File: src/rtl/brk_pkg.sv
package brk_pkg;
    localparam int ADDR_W  = 32;
    localparam int DATA_W  = 32;
    localparam int ID_W    = 8;
    localparam int NCH     = 2;
    localparam int IDX_W   = 4;
    localparam int REGS_CH = 4;
    localparam logic [IDX_W-1:0] IDX_BDATA = 4'd8;
    localparam logic [IDX_W-1:0] IDX_BMASK = 4'd9;
    localparam logic [IDX_W-1:0] IDX_STAT  = 4'd15;

    typedef enum logic [1:0] {SZ_BYTE = 2'd0, SZ_WORD = 2'd1, SZ_LONG = 2'd2} size_e;

    typedef struct packed {
        logic              valid;
        logic [ADDR_W-1:0] addr;
        logic [ID_W-1:0]   asid;
        logic              dma;
        logic              data_acc;
        logic              write;
        logic [1:0]        size;
        logic [DATA_W-1:0] data;
        logic              data_ok;
    } cyc_t;

    typedef struct packed {
        logic       den;
        logic [1:0] size_sel;
        logic [1:0] dir_sel;
        logic [1:0] kind_sel;
        logic [1:0] master_sel;
    } cond_t;

    localparam int COND_W = $bits(cond_t);

    typedef struct packed {
        logic [ADDR_W-1:0] addr;
        logic [ADDR_W-1:0] amask;
        logic [ID_W-1:0]   asid;
        cond_t             cond;
        logic [DATA_W-1:0] bdata;
        logic [DATA_W-1:0] dmask;
    } chan_cfg_t;

    function automatic logic [ADDR_W-1:0] span_mask(input logic [1:0] sz);
        case (sz)
            SZ_BYTE: span_mask = '0;
            SZ_WORD: span_mask = ADDR_W'(1);
            default: span_mask = ADDR_W'(3);
        endcase
    endfunction

    function automatic logic data_match(input logic [1:0] sz, input logic [1:0] lane,
                                        input logic [DATA_W-1:0] bus,
                                        input logic [DATA_W-1:0] ref_v,
                                        input logic [DATA_W-1:0] msk);
        logic [DATA_W-1:0] shifted;
        shifted = bus >> {lane, 3'b000};
        case (sz)
            SZ_BYTE: data_match = ((shifted[7:0] ^ ref_v[7:0]) & ~msk[7:0]) == '0;
            SZ_WORD: data_match = ((bus[15:0] ^ ref_v[15:0]) & ~msk[15:0]) == '0;
            default: data_match = ((bus ^ ref_v) & ~msk) == '0;
        endcase
    endfunction
endpackage

File: src/rtl/brk_regs.sv
module brk_regs
    import brk_pkg::*;
(
    input  logic                     clk,
    input  logic                     rst,
    input  logic                     we,
    input  logic [IDX_W-1:0]         idx,
    input  logic [DATA_W-1:0]        wdata,
    output chan_cfg_t [NCH-1:0]      cfg_o
);
    logic [DATA_W-1:0] bdata_q, dmask_q;

    always_ff @(posedge clk) begin
        if (rst) begin
            bdata_q <= '0;
            dmask_q <= '0;
        end else if (we) begin
            if (idx == IDX_BDATA) bdata_q <= wdata;
            if (idx == IDX_BMASK) dmask_q <= wdata;
        end
    end

    for (genvar c = 0; c < NCH; c++) begin : g_ch
        localparam logic [IDX_W-1:0] BASE = IDX_W'(c * REGS_CH);
        logic [ADDR_W-1:0] addr_q, amask_q;
        logic [ID_W-1:0]   asid_q;
        cond_t             cond_q;

        always_ff @(posedge clk) begin
            if (rst) begin
                addr_q  <= '0;
                amask_q <= '0;
                asid_q  <= '0;
                cond_q  <= '0;
            end else if (we) begin
                if (idx == BASE)         addr_q  <= wdata[ADDR_W-1:0];
                if (idx == BASE + 4'd1)  amask_q <= wdata[ADDR_W-1:0];
                if (idx == BASE + 4'd2)  asid_q  <= wdata[ID_W-1:0];
                if (idx == BASE + 4'd3)  cond_q  <= cond_t'(wdata[COND_W-1:0]);
            end
        end

        always_comb begin
            cfg_o[c].addr  = addr_q;
            cfg_o[c].amask = amask_q;
            cfg_o[c].asid  = asid_q;
            cfg_o[c].cond  = cond_q;
            cfg_o[c].bdata = (c == NCH - 1) ? bdata_q : '0;
            cfg_o[c].dmask = (c == NCH - 1) ? dmask_q : '0;
        end

        assert_write_lands_R12: assert property (@(posedge clk) disable iff (rst)
            (we && idx == BASE + 4'd3) |=> (cond_q == cond_t'($past(wdata[COND_W-1:0]))));
    end
endmodule

File: src/rtl/brk_channel.sv
module brk_channel
    import brk_pkg::*;
#(
    parameter bit HAS_DATA = 1'b1
)(
    input  logic      clk,
    input  logic      rst,
    input  cyc_t      cyc_i,
    input  chan_cfg_t cfg_i,
    input  logic      clr_i,
    output logic      flag_o
);
    logic addr_ok, asid_ok, master_ok, kind_ok, dir_ok, size_ok, possible, data_ok, hit;
    logic [ADDR_W-1:0] eff_mask;

    always_comb begin
        eff_mask  = cfg_i.amask | span_mask(cyc_i.size);
        addr_ok   = ((cyc_i.addr ^ cfg_i.addr) & ~eff_mask) == '0;
        asid_ok   = cyc_i.asid == cfg_i.asid;
        master_ok = cfg_i.cond.master_sel[cyc_i.dma];
        kind_ok   = cfg_i.cond.kind_sel[cyc_i.data_acc];
        dir_ok    = cfg_i.cond.dir_sel[cyc_i.write];
        size_ok   = (cfg_i.cond.size_sel == 2'd0) ||
                    (cfg_i.cond.size_sel == 2'(cyc_i.size + 2'd1));
        possible  = !(cyc_i.dma && !cyc_i.data_acc);
    end

    if (HAS_DATA) begin : g_data
        always_comb begin
            data_ok = !cfg_i.cond.den ||
                      ((cyc_i.write || cyc_i.data_ok) &&
                       data_match(cyc_i.size, cyc_i.addr[1:0], cyc_i.data,
                                  cfg_i.bdata, cfg_i.dmask));
        end
    end else begin : g_nodata
        assign data_ok = 1'b1;
    end

    assign hit = cyc_i.valid && possible && addr_ok && asid_ok && master_ok &&
                 kind_ok && dir_ok && size_ok && data_ok;

    always_ff @(posedge clk) begin
        if (rst) flag_o <= 1'b0;
        else     flag_o <= (flag_o && !clr_i) || hit;
    end

    assert_unarmed_quiet_R1: assert property (@(posedge clk) disable iff (rst)
        (cfg_i.cond.dir_sel == 2'b00) |=> !$rose(flag_o));
    assert_dma_fetch_silent_R7: assert property (@(posedge clk) disable iff (rst)
        (cyc_i.valid && cyc_i.dma && !cyc_i.data_acc) |=> !$rose(flag_o));
    assert_flag_sticky_R10: assert property (@(posedge clk) disable iff (rst)
        (flag_o && !clr_i) |=> flag_o);
    assert_clear_drops_R11: assert property (@(posedge clk) disable iff (rst)
        (clr_i && !hit) |=> !flag_o);
endmodule

File: src/rtl/brk_compare_unit.sv
module brk_compare_unit
    import brk_pkg::*;
(
    input  logic              clk,
    input  logic              rst,
    input  logic              cyc_valid,
    input  logic [31:0]       cyc_addr,
    input  logic [7:0]        cyc_asid,
    input  logic              cyc_dma,
    input  logic              cyc_data_acc,
    input  logic              cyc_write,
    input  logic [1:0]        cyc_size,
    input  logic [31:0]       cyc_data,
    input  logic              cyc_data_ok,
    input  logic              reg_we,
    input  logic [3:0]        reg_idx,
    input  logic [31:0]       reg_wdata,
    output logic [1:0]        brk_flag,
    output logic              brk_req
);
    cyc_t               cyc;
    chan_cfg_t [NCH-1:0] cfg;
    logic [NCH-1:0]     clr;

    always_comb begin
        cyc.valid    = cyc_valid;
        cyc.addr     = cyc_addr;
        cyc.asid     = cyc_asid;
        cyc.dma      = cyc_dma;
        cyc.data_acc = cyc_data_acc;
        cyc.write    = cyc_write;
        cyc.size     = cyc_size;
        cyc.data     = cyc_data;
        cyc.data_ok  = cyc_data_ok;
    end

    brk_regs u_regs (
        .clk   (clk),
        .rst   (rst),
        .we    (reg_we),
        .idx   (reg_idx),
        .wdata (reg_wdata),
        .cfg_o (cfg)
    );

    for (genvar c = 0; c < NCH; c++) begin : g_chan
        assign clr[c] = reg_we && (reg_idx == IDX_STAT) && !reg_wdata[c];
        brk_channel #(.HAS_DATA(c == NCH - 1)) u_ch (
            .clk    (clk),
            .rst    (rst),
            .cyc_i  (cyc),
            .cfg_i  (cfg[c]),
            .clr_i  (clr[c]),
            .flag_o (brk_flag[c])
        );
    end

    assign brk_req = |brk_flag;

    assert_req_has_cause_R10: assert property (@(posedge clk) disable iff (rst)
        $rose(brk_req) |-> $past(cyc_valid));
endmodule

File: config.mk
export PLATFORM = sky130hd
export DESIGN_NAME = brk_compare_unit
export DESIGN_NICKNAME = d
export VERILOG_FILES = /design/src/rtl/brk_pkg.sv /design/src/rtl/brk_regs.sv /design/src/rtl/brk_channel.sv /design/src/rtl/brk_compare_unit.sv
export SDC_FILE = /design/constraint.sdc
export NUM_CORES = 1
export LEC_CHECK = 0
export BUFFER_PORTS_ARGS = -buffer_cell sky130_fd_sc_hd__buf_2
export CAP_MARGIN = 20
export CORE_UTILIZATION = 29
export DETAILED_ROUTE_END_ITERATION = 6
export GPL_TIMING_DRIVEN = 0
export PLACE_DENSITY_LB_ADDON = 0.3
export SETUP_SLACK_MARGIN = 0.15
export SYNTH_ARGS = -nofsm -noshare
export SYNTH_HDL_FRONTEND = slang
export SYNTH_SLANG_ARGS = --single-unit
File: constraint.sdc
create_clock -name clk -period 2.4 [get_ports clk]
set_input_delay 0.24 -clock clk [delete_from_list [all_inputs] [get_ports clk]]
set_output_delay 0.24 -clock clk [all_outputs]
set_load 0.1 [all_outputs]
* Word level (Yosys, flattened, before mapping) *
Index checks and enable logic that the tools add are counted.

word-level totals
  bits in registers = 227

cells by class
  add/subtract/negate cells = 1
  $lt $le $gt $ge = 3
  equal/unequal tests = 15
  shifts and indexed selects = 1
  multiplexer cells = 14
  bitwise logic cells = 17
  reductions and logical operators = 54

operator list
  operator              number
  $and A32 B32 Y32      3
  $logic_not A32 Y1     3
  $not A32 Y32          3
  $xor A32 B32 Y32      3
  $or A32 B2 Y32        1
  $or A32 B32 Y32       1
  $shr A32 B5 Y8        1
  $logic_and A1 B1 Y1   21
  $reduce_and A2 Y1     10
  $and A16 B16 Y16      1
  $eq A4 B3 Y1 const B  4
  $eq A8 B8 Y1          2
  $logic_not A16 Y1     1
  $not A16 Y16          1
  $xor A16 B16 Y16      1
  $eq A4 B4 Y1 const B  3
  $mux W1               12
  $and A8 B8 Y8         1
  $eq A4 B2 Y1 const B  2
  $logic_not A8 Y1      1
  $not A8 Y8            1
  $xor A8 B8 Y8         1
  $logic_not A1 Y1      7
  $logic_not A2 Y1      3
  other kinds (10)      18

* Longest topological paths before layout *
Gate-level depths: netlist of the first run.

  depth after elaboration = 14
  depth in mapped cells = 8
  gate-level depth less buffers = 8

* Cells and area by module *
A second synthesis of the first run with hierarchy kept.

second synthesis, totals
  cell total of the unflattened synthesis = 1120
  area, all modules = 11519.8 sq um

modules (own cells, without submodules)
  module                        times used  cells each  area an instance (sq um)  sequential area each (sq um)
  brk_regs                      1           852         9362.7                    4524.3
  brk_channel (g_chan[1].u_ch)  1           177         1452.6                    20.0
  brk_channel (g_chan[0].u_ch)  1           86          679.4                     20.0
  brk_compare_unit              1           5           25.0                      0.0

* Worst setup path before layout of the first run *
Ideal clock, no wire load.

  path kind = input port to flip-flop
  start point = input port cyc_addr[1]
  end point = register g_chan[1].u_ch.flag_o
  arrival time = 1569 ps
  setup slack = 762 ps
  stages on the path = 8
  cells stage by stage = buf_2 -> buf_4 -> mux2i_1 -> xor2_1 -> nor3_1 -> a2111oi_2 -> a211oi_1 -> a21oi_1

on the way
  longest elaborated chain between the ends = 11
  elaborated cells on any way between the ends = 18
  those cells by class = 1 x shift; 1 x mux; 4 x bitwise; 12 x reduce/logical

ends and longest elaborated chain
  what                                                    line                   source
  start, declared                                         brk_compare_unit.sv:7  input logic [31:0] cyc_addr,
  branches (longest 9 deep; another with $shr A32 B5 Y8)  n/a
  $logic_and A1 B1 Y1 *                                   brk_channel.sv:40      kind_ok && dir_ok && size_ok && data_ok;
  $logic_or A1 B1 Y1 *                                    brk_channel.sv:44      else flag_o <= (flag_o && !clr_i) || hit;
  end signal, assigned                                    brk_channel.sv:44
  end, declared                                           brk_channel.sv:11      output logic flag_o

Every way passes the cells marked *.
A chain may end at the register's enable or synchronous reset.

* Worst setup path after layout of the first run *
  start point = register u_regs.g_ch[0].addr_q[30]
  end point = register g_chan[0].u_ch.flag_o

on the way
  longest elaborated chain between the ends = 10

ends and longest elaborated chain
  what                              line               source
  start, declared                   brk_regs.sv:25     logic [ADDR_W-1:0] addr_q, amask_q;
  start signal, assigned            brk_regs.sv:36     if (idx == BASE) addr_q <= wdata[ADDR_W-1:0];
  $xor A32 B32 Y32                  brk_channel.sv:18  addr_ok = ((cyc_i.addr ^ cfg_i.addr) & ~eff_mask) == '0;
  $and A32 B32 Y32                  brk_channel.sv:18
  $logic_not A32 Y1                 brk_channel.sv:18
  $logic_and A1 B1 Y1 (4 in a row)  brk_channel.sv:39  assign hit = cyc_i.valid && possible && addr_ok && asid_ok && master_ok &&
  $logic_and A1 B1 Y1 (2 in a row)  brk_channel.sv:40
  $logic_or A1 B1 Y1                brk_channel.sv:44
  end signal, assigned              brk_channel.sv:44
  end, declared                     brk_channel.sv:11

No other way between the ends.

==> results.ini, run 1 <==
[place]
place_congestion=0.874
place_area_um2=11100
dp_hpwl_um=26600
portBuffers=113

[timing]
whs_ns=0.0174
final.period_utilization=0.873
setup_viol_count_final=0
finalHoldViolations=0
max-slew-margin-rel=0.437
rsz0062_at_grt=no
finalSetupTns_ns=0
slew_violations=0
max_freq_mhz=477
min_period_ns=2.09
skew_ns=0.0200
worstMarginPinSlew_ns=0.845

[run]
cap_violations=0

[clocking]
cts_buffer_depth=3
cts_tree=built
clock_latency_ns=0.55
root_buffer=clkbuf_16
cts_setup_buffers=0
cts_sinks=227
clk_pin_slew_ns=0.06
htree_levels=1
cts_buffers=27
cts_resized=0

[floorplanning]
fp-row-count=67
io_pins=121
fp.dieW_um=188
core-area_um2=33800
initial_core_util=0.297
die_y_um=188
dieArea_um2=35300

[finish]
fin_area_um2=12000
drive_gt1_frac=0.131
area.growth.synth_to_final_pct=20.3
nNetsFinal=1509
antenna_cells=0

[worst_setup_path]
crit_path_top_delay_cell=or4_1
crit_end=g_chan[0].u_ch.flag_o
path_max_fanout=2
reg2regPathDepth=6
r2r_start=u_regs.g_ch[0].addr_q[30]
crit_family=simple AND/OR/NAND/NOR gates
cp.depth=6
rrSetupSlack_ns=0.31
critPathLaunchType=flop
worstPathArrival_ns=2.56
startpoint=u_regs.g_ch[0].addr_q[30]
end_kind=flop
r2r_end=g_chan[0].u_ch.flag_o
critPathBufInv=0
crit_chain=xnor2_1 -> o22ai_1 -> or4_1 -> nor3_1 -> nand4_1 -> a21oi_1
crit_path_max_incr_delay_ns=0.52
crit_required_ns=2.86
worstSetupPathType=reg2reg

[power_and_ir_drop]
comb_power_share=0.087
swShare=0.249
powerDensity_nw_per_um2=724
p_int_w=0.00655
worst_ir_drop_vdd_v=0.000600
clockPowerShare=0.471
p_sw_w=0.00217
seqPwrFrac=0.441
p_leak_nw=4.14

[logic_synthesis]
yosysWarnings=0
synth_cell_types=48
synth-edff-count=0
ys_seq_area_frac=0.454
async_flop_share=0
avgSynthCellArea_um2=8.05
synth_area_um2=10000
synthFlopType=dfxtp_1
yosys_register_bits=227
postSynthCellCount=1244
syn_nets=1365

[routing]
wl_um=35200
viasPerCell=4.90
drt_iter0_markers=662
ant_nets=0
drc=0
vias=9079
wl_per_cell_um=19.0
dr.pass1.iters=5

[global_routing]
grt_max_degree=15
gr-usage-all-layers=0.199
antenna_found_initial=0
grt_pass1_wl_um=53300
first_global_vias=8887
grt_overflow_total=0

[hold_path]
hold_path.class=in2reg

[status]
run_status=finished clean

kinds of logic (layout without fill, tap and decap cells):
family,Yosys count,count (layout),share of synthesized area
buffers and inverters,90,252,0.0373
muxes,50,50,0.0542
DFF,227,227,0.454
and+or+nand+nor,490,490,0.202
xor gates and xnor gates,125,125,0.109
adders and majority gates,3,3,0.00375
AOI/OAI and AO/OA,259,259,0.140
through the flow:
stage	setup slack (ns)	total power (W)	util	instances
global placement	0.122	0.00468	0.330	1805
floorplan	0.762	0.00430	-	1244
global route	0.200	0.00899	0.357	1854
detailed placement	0.114	0.00469	0.330	1805
CTS	0.264	0.00876	0.357	1854
finish	0.306	0.00873	0.357	1854
registers in the layout, indices dropped and copies added (netlist names):
signal               count
u_regs.g_ch.addr_q      64
u_regs.g_ch.amask_q     64
u_regs.bdata_q          32
u_regs.dmask_q          32
u_regs.cfg_o            17
u_regs.g_ch.asid_q      16
g_chan.u_ch.flag_o       2
cell usage after synthesis, types with 4 or more instances:
master	n	area, um2
nand2_1	390	1460
clkbuf_1	66	248
o22ai_1	43	269
xnor2_1	101	885
xor2_1	24	210
nor2_1	47	176
inv_1	6	22.5
mux2i_1	46	460
buf_2	14	70.1
or4_1	4	30.0
o32ai_1	6	52.6
nor4_1	11	68.8
nor3_1	7	35.0
dfxtp_1	227	4540
o21ai_0	6	30.0
nor3b_1	4	30.0
a21oi_1	196	981
worst min path at each step:
stage	startpoint	to	depth (start not counted)	slack, ns
6_report	reg_wdata[24]	u_regs.g_ch[1].amask_q[24]	3	0.02
5_1_grt	reg_wdata[24]	u_regs.g_ch[1].amask_q[24]	3	0.02
3_3_place_gp	u_regs.g_ch[1].amask_q[0]	u_regs.g_ch[1].amask_q[0]	2	0.44
3_5_place_dp	u_regs.dmask_q[14]	u_regs.dmask_q[14]	2	0.45
2_1_floorplan	reg_wdata[10]	u_regs.dmask_q[10]	2	0.38
4_1_cts	reg_wdata[24]	u_regs.g_ch[1].amask_q[24]	3	0.0005
worst min-delay path: stages:
cell     delay, ns
buf_2         0.16
nand2_1       0.07
a21oi_1       0.05
cells in the final DEF, fill, tap and decap left out, drive strengths merged, types with 3 or more instances in the layout:
cell type	count
mux4	3
or2	3
mux2i	46
o21ai	6
clkinv	5
o22ai	43
inv	7
or4	4
clkbuf	105
buf	131
nor2	48
nor3	8
nand4	3
dfxtp	227
nor3b	5
xnor2	101
xor2	24
ha	3
and3	3
o32ai	6
a21oi	196
nor4	14
nand2	390
what timing repair did:
item	CTS	global route
hold endpoints to repair	10	0
endpoints found under the setup margin	0	0
hold buffers	2	0
per-layer routing:
metal | track usage | vias to the layer above | part of all wire
met5 | 0 | - | 0
met4 | 0.0660 | 0 | 0.031
met3 | 0.0271 | 58 | 0.059
met2 | 0.326 | 281 | 0.45
met1 | 0.270 | 4313 | 0.46
li1 | - | 4427 | -
power by group through the flow:
stage	combinational [W]	sequential (W)	clock, W
final	0.000763	0.00385	0.00411
after floorplan	0.000382	0.00392	0
after CTS	0.000764	0.00385	0.00414
after global placement	0.000754	0.00393	0
after detailed placement	0.000756	0.00393	0
after global routing	0.000823	0.00385	0.00432
cell type report:
class	instances	area (um2)
tap	448	561
buffer	84	352
clock buffer	39	781
multi-input combinational	927	5100
inverter	6	22.5
fill	3574	21700
clock inverter	8	105
sequential	227	4540
timing repair buffer	115	586
Note: power is estimated with default switching activity, not from simulation.
==> inputs of run 2 (changes only) <==
CTS_BUF_LIST = sky130_fd_sc_hd__clkbuf_4   (was default)
GPL_TIMING_DRIVEN = 1   (was 0)
SETUP_SLACK_MARGIN = default   (was 0.15)
==> run 2 against run 1 <==
Design area grew 1.3%. Via count is 0.56% higher. Clock skew up 0.037 ns. Sequential power is essentially flat. Critical path type is now reg2out. Largest cell class unchanged. Largest power group unchanged.
==> results.ini, run 2 (same netlist as run 1, synthesis figures left out) <==
[floorplanning]
initial_core_util=0.297
fp.dieW_um=188
die_y_um=188
io_pins=121
core-area_um2=33800
dieArea_um2=35300
fp-row-count=67

[clocking]
htree_levels=3
cts_resized=0
cts_buffers=68
cts_tree=built
clk_pin_slew_ns=0.05
root_buffer=clkbuf_4
cts_buffer_depth=3
cts_sinks=227
clock_latency_ns=0.70

[place]
place_congestion=0.849
dp_hpwl_um=22500
place_inst=1744
portBuffers=120

[worst_setup_path]
path_max_fanout=3
crit_path_top_delay_cell=dfxtp_1
crit_chain=or2_2 -> buf_2
end_kind=output port
crit_path_max_incr_delay_ns=0.45
crit_required_ns=2.16
worstPathArrival_ns=1.71
critPathLaunchType=flop
crit_family=flip-flops
worstSetupPathType=reg2out
critPathBufInv=1

[timing]
max-slew-margin-rel=0.344
setup_viol_count_final=0
finalSetupTns_ns=0
slew_violations=0
worstMarginPinSlew_ns=0.984
rsz0062_at_grt=no
max_freq_mhz=512
min_period_ns=1.95
final.period_utilization=0.815
whs_ns=0.0618
skew_ns=0.0574
finalHoldViolations=0

[finish]
finalNonFillerCells=1890
final_cell_mix=nand2_1, dfxtp_1, a21oi_1
largest_registers=u_regs.g_ch.addr_q (64), u_regs.g_ch.amask_q (64)
area.growth.synth_to_final_pct=21.8
nNetsFinal=1521
n_fill_cell=3542
final_common_cell=nand2_1
drive_gt1_frac=0.175

[routing]
vias=9130
drc=0
drt_iter0_markers=666
wl_per_cell_um=17.7
ant_nets=0
viasPerCell=4.83
wl_um=33400
dr.pass1.iters=5

[global_routing]
grt_pass1_wl_um=50500
grt_max_degree=195
first_global_vias=8721
grt_overflow_total=0
gr-usage-all-layers=0.187
antenna_found_initial=4

[run]
cap_violations=0

[power_and_ir_drop]
power_w=0.00850
powerDensity_nw_per_um2=696
worst_ir_drop_vdd_v=0.000343
p_leak_nw=4.28

[hold_path]
hold_path.class=in2reg

[status]
run_status=finished clean

## run 2: metal layers
metal	part of all wire	track usage
met5	0.00024	0
met4	0.013	0.0566
met3	0.058	0.0395
met2	0.47	0.305
met1	0.46	0.247
## run 2: cell type report
type / count / area [um2] / share of cell area
diodes: 3 / 7.51 / 0.000615
clock buffers: 93 / 698 / 0.0572
clock inverters: 16 / 176 / 0.0145
inverters: 6 / 22.5 / 0.00185
multi-input cells: 927 / 5110 / 0.419
flip-flops and latches: 227 / 4540 / 0.372
well taps: 448 / 561 / 0.0459
repair buffers: 170 / 1080 / 0.0885
## run 2: worst min-delay path: stages
cell and delay (ns):
buf_2 0.12, xor2_1 0.12, nor4_1 0.10, nand4_1 0.08, a21oi_1 0.06
## run 2: stage by stage
step / worst slack, ns / util / area (um2)
floorplan: 0.762 / - / 10000
global placement: 0.292 / 0.325 / 11000
detailed placement: 0.255 / 0.325 / 11000
CTS: 0.419 / 0.361 / 12200
global route: 0.410 / 0.361 / 12200
finish: 0.445 / 0.361 / 12200
## run 2: timing repair
item                                   4_1_cts  5_1_grt
hold buffers                                34        0
setup endpoints to repair                    0        0
buffers inserted                             0        0
endpoints found under the hold margin      216        0
## run 2: path summary, 6_finish.rpt
path	from	endpoint	slack [ns]	depth (start not counted)
min	cyc_asid[0]	g_chan[0].u_ch.flag_o	0.06	5
min reg2reg	u_regs.dmask_q[24]	u_regs.dmask_q[24]	0.45	2
max reg2reg	u_regs.g_ch[0].addr_q[17]	g_chan[0].u_ch.flag_o	0.50	7
max	g_chan[0].u_ch.flag_o	brk_req	0.45	2
## run 2: power by group
group / switching [W] / internal, W / total [W]
logic: 0.000463 / 0.000297 / 0.000759
clock network: 0.00169 / 0.00221 / 0.00389
registers: 0.0000306 / 0.00382 / 0.00385
==> inputs of run 3 (changes only) <==
clock period = 1.6 ns   (was 2.4 ns; I/O delays follow)
==> run 3 against run 2 <==
The flow now finishes with violations (setup timing). Clock power rose by 25%. Combinational power rose by 71%. Via count rose by 2.5%. Setup slack got worse by 0.62 ns. Final cell count rose by 3.2%. Critical path type is now reg2reg.
==> results.ini, run 3 (same netlist as run 1, synthesis figures left out) <==
[floorplanning]
initial_core_util=0.297
io_pins=121
die_y_um=188
core-area_um2=33800
fp.dieW_um=188
dieArea_um2=35300
fp-row-count=67

[timing]
final.period_utilization=1.11
skew_ns=0.0671
max_freq_mhz=562
layout_setup_ws_ns=-0.179
whs_ns=0.0399
finalSetupTns_ns=-0.303
max-slew-margin-rel=0.530
worstMarginPinSlew_ns=0.704
rsz0062_at_grt=yes
min_period_ns=1.78
setup_viol_count_final=3
finalHoldViolations=0
slew_violations=0

[routing]
vias=9355
dr.pass1.iters=6
drt_iter0_markers=678
wl_per_cell_um=17.3
wl_um=33800
viasPerCell=4.80
drc=0
ant_nets=0

[clocking]
cts_buffer_depth=3
cts_tree=built
htree_levels=2
root_buffer=clkbuf_4
clock_latency_ns=0.73
cts_buffers=59
clk_pin_slew_ns=0.07
cts_sinks=227

[global_routing]
gr-usage-all-layers=0.188
grt_pass1_wl_um=51200
grt_overflow_total=0
antenna_found_initial=4
grt_max_degree=150
first_global_vias=8776

[run]
cap_violations=0

[power_and_ir_drop]
swShare=0.268
clockPowerShare=0.409
comb_power_share=0.108
powerDensity_nw_per_um2=925
seqPwrFrac=0.483
p_int_w=0.00875
p_leak_nw=4.65
worst_ir_drop_vdd_v=0.000478
p_sw_w=0.00320

[worst_setup_path]
worstSetupPathType=reg2reg
rrSetupSlack_ns=-0.18
crit_required_ns=2.24
path_max_fanout=2
critPathLaunchType=flop
worstPathArrival_ns=2.42
end_kind=flop

[finish]
nNetsFinal=1585
final_cell_mix=nand2_1, dfxtp_1, a21oi_1
n_fill_cell=3508
drive_gt1_frac=0.226
area.growth.synth_to_final_pct=28.8
largest_registers=u_regs.g_ch.addr_q (64), u_regs.g_ch.amask_q (64)
final_common_cell=nand2_1

[place]
place_congestion=0.848
portBuffers=120
dp_hpwl_um=22800

[status]
violations=setup timing
run_status=complete, but fails checks

[hold_path]
hold_path.class=in2reg

-- run 3: changes by cell type in the layout (fill, tap and decap cells not counted), moves of 4 or more --
cell       change
bufinv_16      -4
nor4_2         +5
xnor2_1        -5
dfxtp_1        -9
nor4_1         -5
dfxtp_2        +8
buf_12        +13
xnor2_2        +5
clkbuf_4       -6
buf_4         +59
-- run 3: power by group through the flow --
| stage | combinational [W] | clock, W | sequential (W) |
|---|---|---|---|
| finish | 0.00130 | 0.00488 | 0.00576 |
| global route | 0.00139 | 0.00534 | 0.00577 |
| CTS | 0.00129 | 0.00502 | 0.00576 |
| detailed placement | 0.00121 | 0 | 0.00589 |
| global placement | 0.00120 | 0 | 0.00589 |
| floorplan | 0.000573 | 0 | 0.00588 |
-- run 3: timing repair --
action | in CTS | in global routing
setup endpoints to repair | 5 | 4
setup buffers | 0 | 1
cloned | 0 | 0
hold endpoints to repair | 227 | 0
gates resized for setup | 20 | 23
pin swaps | 9 | 10
hold buffers | 36 | 0
-- run 3: final timing paths --
path,startpoint,to,depth (start not counted)
hold reg to reg,u_regs.g_ch[0].amask_q[26],u_regs.g_ch[0].amask_q[26],2
setup / recovery,u_regs.g_ch[1].asid_q[5],g_chan[1].u_ch.flag_o,7
setup reg to reg,u_regs.g_ch[1].asid_q[5],g_chan[1].u_ch.flag_o,7
hold / removal,cyc_addr[2],g_chan[0].u_ch.flag_o,6
-- run 3: metal layers --
layer  up-vias  global-route usage  share of wire
li1       4609                   -              -
met1      4399               0.255           0.46
met2       274               0.302           0.46
met3        69              0.0357          0.060
met4         4              0.0557          0.024
met5         -                   0        0.00089
-- run 3: stage by stage --
| stage | util | power, W | setup slack, ns | instances | area, um2 |
|---|---|---|---|---|---|
| 3_3_place_gp | 0.345 | 0.00709 | -0.232 | 1814 | 11600 |
| 5_1_grt | 0.382 | 0.0125 | -0.248 | 1949 | 12900 |
| 2_1_floorplan | - | 0.00646 | 0.0415 | 1244 | 10000 |
| 6_report | 0.382 | 0.0119 | -0.179 | 1950 | 12900 |
| 3_5_place_dp | 0.345 | 0.00710 | -0.211 | 1814 | 11600 |
| 4_1_cts | 0.379 | 0.0121 | -0.191 | 1947 | 12800 |
-- run 3: area by class of cell --
type                    count  area (um2)  share of cell area
multi-input cells         927        5240               0.406
flip-flops and latches    227        4560               0.353
repair buffers            243        1810               0.141
clock buffers              87         653              0.0506
well taps                 448         561              0.0434
clock inverters            10        52.6             0.00407
inverters                   6        22.5             0.00175
diodes                      2        5.00            0.000388
-- run 3: critical path: stages (launching register included) --
cell,delay [ns]
dfxtp_1,0.32
xor2_1,0.15
nor4_1,0.41
nand4_1,0.16
nor4_2,0.22
buf_4,0.18
a41oi_2,0.15
a21oi_2,0.12
